$ cat src/rtl/tce_bulk_engine.sv
module tce_bulk_engine #(
  parameter logic [31:0] TABLE_ID   = 32'h8000_0002,
  parameter logic [63:0] BUS_OFFSET = 64'h0000_0000_4000_0000,
  parameter int          PAGE_SHIFT = 12,
  parameter int          ENTRIES    = 32,
  parameter int          LIST_MAX   = 512,
  parameter int          LIST_SHIFT = 12,
  parameter int          CNT_W      = 16
) (
  input  logic              clk,
  input  logic              rst_n,
  input  logic              cmd_valid,
  output logic              cmd_ready,
  input  logic [1:0]        cmd_op,
  input  logic [63:0]       cmd_table,
  input  logic [63:0]       cmd_ioaddr,
  input  logic [63:0]       cmd_arg,
  input  logic [CNT_W-1:0]  cmd_count,
  output logic              mem_req,
  output logic [63:0]       mem_addr,
  input  logic              mem_rsp_valid,
  input  logic [63:0]       mem_rsp_data,
  output logic              done,
  output logic              status,
  output logic [63:0]       rd_data
);
  localparam int          IDX_W     = (ENTRIES > 1) ? $clog2(ENTRIES) : 1;
  localparam logic [63:0] PAGE      = 64'd1 << PAGE_SHIFT;
  localparam logic [63:0] PAGE_MASK = ~(PAGE - 64'd1);
  localparam logic [CNT_W-1:0] FILL_LIM = CNT_W'(ENTRIES);
  localparam logic [CNT_W-1:0] LIST_LIM = CNT_W'(LIST_MAX);
  localparam logic [CNT_W-1:0] ONE      = CNT_W'(1);

  typedef enum logic [1:0] {S_IDLE, S_FILL, S_REQ, S_WAIT} state_t;

  state_t            state;
  logic [63:0]       cur_addr, arg_q;
  logic [CNT_W-1:0]  left, step;
  logic [63:0]       tbl [ENTRIES];
  logic [63:0]       walk_idx, be_word;
  logic              walk_ok, id_ok;

  assign cmd_ready = (state == S_IDLE);
  assign mem_req   = (state == S_REQ);
  assign mem_addr  = arg_q + 64'({step, 3'b000});
  assign id_ok     = (cmd_table[63:32] == 32'd0) && (cmd_table[31:0] == TABLE_ID);
  assign walk_idx  = (((state == S_IDLE) ? cmd_ioaddr : cur_addr) & PAGE_MASK) - BUS_OFFSET >> PAGE_SHIFT;
  assign walk_ok   = walk_idx < 64'(ENTRIES);

  for (genvar k = 0; k < 8; k++) begin : g_swap
    assign be_word[63-8*k -: 8] = mem_rsp_data[8*k +: 8];
  end

  always_ff @(posedge clk) begin
    if (!rst_n) begin
      state    <= S_IDLE;
      done     <= 1'b0;
      status   <= 1'b0;
      rd_data  <= '0;
      cur_addr <= '0;
      arg_q    <= '0;
      left     <= '0;
      step     <= '0;
      for (int i = 0; i < ENTRIES; i++) tbl[i] <= '0;
    end else begin
      done <= 1'b0;
      case (state)
        S_IDLE: if (cmd_valid) begin
          cur_addr <= cmd_ioaddr & PAGE_MASK;
          arg_q    <= cmd_arg;
          left     <= cmd_count;
          step     <= '0;
          if (!id_ok) begin
            done <= 1'b1; status <= 1'b1;
          end else begin
            case (cmd_op)
              2'd0: begin
                done <= 1'b1; status <= !walk_ok;
                if (walk_ok) tbl[walk_idx[IDX_W-1:0]] <= cmd_arg;
              end
              2'd1: begin
                done <= 1'b1; status <= !walk_ok;
                if (walk_ok) rd_data <= tbl[walk_idx[IDX_W-1:0]];
              end
              2'd2: begin
                if (cmd_count == '0 || cmd_count > FILL_LIM) begin
                  done <= 1'b1; status <= 1'b1;
                end else state <= S_FILL;
              end
              default: begin
                if (cmd_count == '0 || cmd_count > LIST_LIM || cmd_arg[LIST_SHIFT-1:0] != '0) begin
                  done <= 1'b1; status <= 1'b1;
                end else state <= S_REQ;
              end
            endcase
          end
        end
        S_FILL: begin
          if (!walk_ok) begin
            done <= 1'b1; status <= 1'b1; state <= S_IDLE;
          end else begin
            tbl[walk_idx[IDX_W-1:0]] <= arg_q;
            cur_addr <= cur_addr + PAGE;
            left     <= left - ONE;
            if (left == ONE) begin
              done <= 1'b1; status <= 1'b0; state <= S_IDLE;
            end
          end
        end
        S_REQ: state <= S_WAIT;
        S_WAIT: if (mem_rsp_valid) begin
          if (!walk_ok) begin
            done <= 1'b1; status <= 1'b1; state <= S_IDLE;
          end else begin
            tbl[walk_idx[IDX_W-1:0]] <= be_word;
            cur_addr <= cur_addr + PAGE;
            left     <= left - ONE;
            step     <= step + ONE;
            if (left == ONE) begin
              done <= 1'b1; status <= 1'b0; state <= S_IDLE;
            end else state <= S_REQ;
          end
        end
        default: state <= S_IDLE;
      endcase
    end
  end
endmodule

$ cat config.mk
export PLATFORM = sky130hd
export DESIGN_NAME = tce_bulk_engine
export DESIGN_NICKNAME = d
export VERILOG_FILES = /design/src/rtl/tce_bulk_engine.sv
export SDC_FILE = /design/constraint.sdc
export NUM_CORES = 2
export LEC_CHECK = 0
export BUFFER_PORTS_ARGS = -buffer_cell sky130_fd_sc_hd__buf_2
export CAP_MARGIN = 20
export CORE_ASPECT_RATIO = 0.9
export CORE_MARGIN = 4
export CORE_UTILIZATION = 55
export DETAILED_ROUTE_END_ITERATION = 8
export PLACE_DENSITY = 0.82
export SYNTH_ARGS = -nofsm -noshare
export SYNTH_HDL_FRONTEND = slang
export SYNTH_SLANG_ARGS = --single-unit
$ cat constraint.sdc
create_clock -name clk -period 8.6 [get_ports clk]
set_clock_uncertainty 0.1 [all_clocks]
set_input_delay 1.72 -clock clk [delete_from_list [all_inputs] [get_ports clk]]
set_output_delay 1.72 -clock clk [all_outputs]
set_load 0.02 [all_outputs]
==> summary.log <==
[finish] cell area after layout 0.108 mm2
[timing] setup violation total in the final timing report 0
[logic_synthesis] average footprint of a synthesized cell 12.0 um2
[die] placeable core region 0.174 mm2
[route] violation count after the first detailed-routing iteration 14893
[grt] first-pass GRT wire length 483000 um
[timing] final critical delay including setup and external delays 6610 ps
[timing] final number of max-transition violations 0
[place] post-placement cell area 0.101 mm2
[cts] clock edge transition at the registers on the reported setup and hold paths 70 ps
[logic_synthesis] synthesized-area fraction occupied by xor and xnor cells 0.606%
[critical_path] slowest cell on the critical path sky130_fd_sc_hd__nand4bb_1
[logic_synthesis] Synthesis Warnings 0
[place] DPL Wire Length 187000 um
[cts] H-tree depth 4
[cts] Post-CTS Repair Setup Buffers 0
[logic_synthesis] post-synthesis compound-gate area fraction 14.8%
[logic_synthesis] most instantiated flip-flop cell in the synthesis netlist sky130_fd_sc_hd__edfxtp_1
[finish] ratio of cells with drive above 1 in the final layout 12.8%
[min_path] worst hold path class flop to flop
[die] standard-cell rows 145
[logic_synthesis] flip-flop and latch count after synthesis 2264
[grt] number of antenna violations at the first check in global routing 21
[cts] number of clock sinks 2264
[critical_path] Worst EP arrival 4790 ps
[logic_synthesis] most area-consuming cells after synthesis sky130_fd_sc_hd__edfxtp_1 (63%), sky130_fd_sc_hd__nor2_1 (8.5%), sky130_fd_sc_hd__a22o_1 (5.2%), sky130_fd_sc_hd__a221oi_1 (4.7%), sky130_fd_sc_hd__dfxtp_1 (4.5%)
[route] Routed Antenna Nets 0
[die] initial standard-cell utilization of the core 55.6%
[route] total via count in the routed design 76108
[pwr] LEAKAGE 38.4 nW
[cts] # resized after CTS 0
[job] number of max-cap violations 0
[critical_path] count of buffer and inverter cells on the critical path 2
[finish] area added between synthesis and finish 11.5%
[logic_synthesis] share of synthesized area spent on multiplexers 0.127%
[critical_path] Setup crit start kind flop
[route] drt total wl 338000 um
[pwr] worst vdd ir 0.000232 V
[timing] setup repair after global routing missed its margin no
[cts] clock tree from TritonCTS yes
[grt] global route total overflow 0
[die] chip width 450 um
[finish] post-route core utilization 61.9%
[die] Die Outline Area 0.183 mm2
[die] y dimension of the die 406 um
[critical_path] maximum net fanout on the critical path 6
[die] count of boundary I/O pins 410
[critical_path] critical path endpoint category output pin
[cts] Bufs on Longest Clock Path 3
[logic_synthesis] post-synthesis sequential area ratio 67.9%
[cts] CTS Root Cell sky130_fd_sc_hd__clkbuf_16
[timing] slew of the pin with the lowest slew margin 1340 ps
[timing] fraction of the cycle the final worst path needs 76.8%
[finish] area taken by multi-input logic gates 0.0281 mm2
[critical_path] class of the most critical setup path flop to output pin
[place] Routability Congestion 0.973
[route] number of DRC violations after detailed routing 0
[cts] number of clock buffers inserted by TritonCTS 207
[cts] latest clock arrival within the worst-skew pair 890 ps
[grt] pin count of the biggest net entering global routing 192
[critical_path] flop2flop setup slack 2270 ps
[logic_synthesis] Syn Inst Count 8086
[finish] leading cell type in the layout, fill and taps excluded sky130_fd_sc_hd__nor2_1
[timing] Final Hold Viols 0
[timing] Max Freq 151 MHz
[logic_synthesis] simple-gate portion of the synthesized area 12.5%
[timing] worst slew margin relative to its limit 10.7%
[place] buffers added on ports 397
[critical_path] Worst Path Required 6780 ps
[route] Pre-antenna DRT Iters 9
[status] status complete, no violations
[logic_synthesis] leading area contributor after synthesis sky130_fd_sc_hd__edfxtp_1
[logic_synthesis] number of flops mapped to enable cells by yosys 2048
[critical_path] Cell Chain, Critical Path ha_1, inv_1, fa_1, nor2b_1, o21a_1, o21ai_0, a221oi_1, nand4bb_1, nand4_1, nor2_1, nand3_1, xnor2_1, buf_2
[pwr] Cell Pwr Density 216 mW/mm2
[finish] final layout net count 8377
[finish] sequential cell area 0.0658 mm2
[logic_synthesis] post-synthesis cell area 0.0969 mm2
[critical_path] crit-path leading delay family simple AND/OR/NAND/NOR gates
[route] wire length per cell 31.8 um
[finish] Layout fillers 12458
[grt] via count of the first global-routing pass 73429
[logic_synthesis] number of unique standard cell types used by synthesis 80
[logic_synthesis] net count after synthesis 8385
[timing] Worst Hold Margin 368 ps
[timing] TNS Setup 0 ps
[cts] number of buffers added to fix hold violations after cts 0
[logic_synthesis] largest family of logic cells by synthesized area compound AO/OA/AOI/OAI gates
[pwr] Overall Power 23.3 mW
[route] vias per std cell 7.17
[finish] most frequent cells in the layout sky130_fd_sc_hd__nor2_1 (2196), sky130_fd_sc_hd__edfxtp_1 (2048), sky130_fd_sc_hd__a22o_1 (577)
[grt] GRT Resource Usage Total 35.7%
[logic_synthesis] Async SR Flop Fraction 0%
[logic_synthesis] top-area cell type share of the netlist area 63.5%
[critical_path] worst stage delay on the critical path 510 ps
[logic_synthesis] adder and majority gate portion of the synthesized area 0.279%
[where the power goes]
part           total, mW  leakage [nW]  switching [mW]  internal (mW)
logic               1.71          12.3            1.26          0.449
registers           12.5          22.9           0.159           12.3
clock network       9.12          3.19            4.20           4.92
[state kept, by name (all words and copies together), names as in the netlist]
register  flops
arg_q        64
cur_addr     52
done          1
left         16
rd_data      64
state         2
status        1
step         16
tbl        2048
[cell type report]
class,count,area share (%)
Clock inverter,108,0.933
Sequential cell,2264,60.9
Multi-Input combinational cell,4888,26.1
Timing Repair Buffer,633,3.85
Tap cell,2352,2.72
Inverter,84,0.299
Antenna cell,12,0.0278
Clock buffer,276,5.18
[cells by family after synthesis]
kind of cell	Yosys count
and+or+nand+nor	2919
DFF	2264
AOI/OAI and AO/OA	1869
buffers and inverters	934
xor gates and xnor gates	67
adders and majority gates	21
muxes	12
[worst min-delay path, delay by kind of cell (launching register included)]
family	cells	cell delay, ps
AOI/OAI and AO/OA	1	60
DFF	1	310
and+or+nand+nor	1	50
[worst paths after layout]
kind                                from           end  cells past startpoint
worst max-delay path             step[0]  mem_addr[63]                     13
worst min-delay path            left[10]      left[10]                      2
worst max register to register  state[0]   tbl[13][18]                     13
worst min register to register  left[10]      left[10]                      2
[per-layer routing]
layer	routed length [um]	GRT usage [%]	part of all wire, %	vias up
met4	22600	19.9	6.7	10
met5	67	0.291	0.020	-
li1	-	-	-	30380
met3	59300	12.3	18	1651
met2	147000	53.3	43	7960
met1	109000	46.0	32	36107
[cell usage after synthesis (all sizes together), types with 9 or more instances]
cell type,count
nor2,2197
edfxtp,2048
clkbuf,737
a22o,577
a221oi,516
nand2,281
o22ai,259
a21oi,237
dfxtp,216
nor4,131
buf,113
inv,83
a31oi,72
a211oi,69
nand4,64
nand3,63
xnor2,52
o21ai,43
and3,39
nor3,37
ha,20
a21o,16
and2,15
xor2,15
nand4b,13
o31ai,13
or3,12
and4,11
nand2b,11
mux2i,10
or4,10
nor4b,9
[per-stage QoR]
stage	std cells	setup slack, ps
2_1_floorplan	8086	2090
3_3_place_gp	10214	1410
3_5_place_dp	10217	1340
4_1_cts	10601	2130
5_1_grt	10615	1800
6_report	10617	1990
No activity file was read; power rests on OpenSTA's default activity.
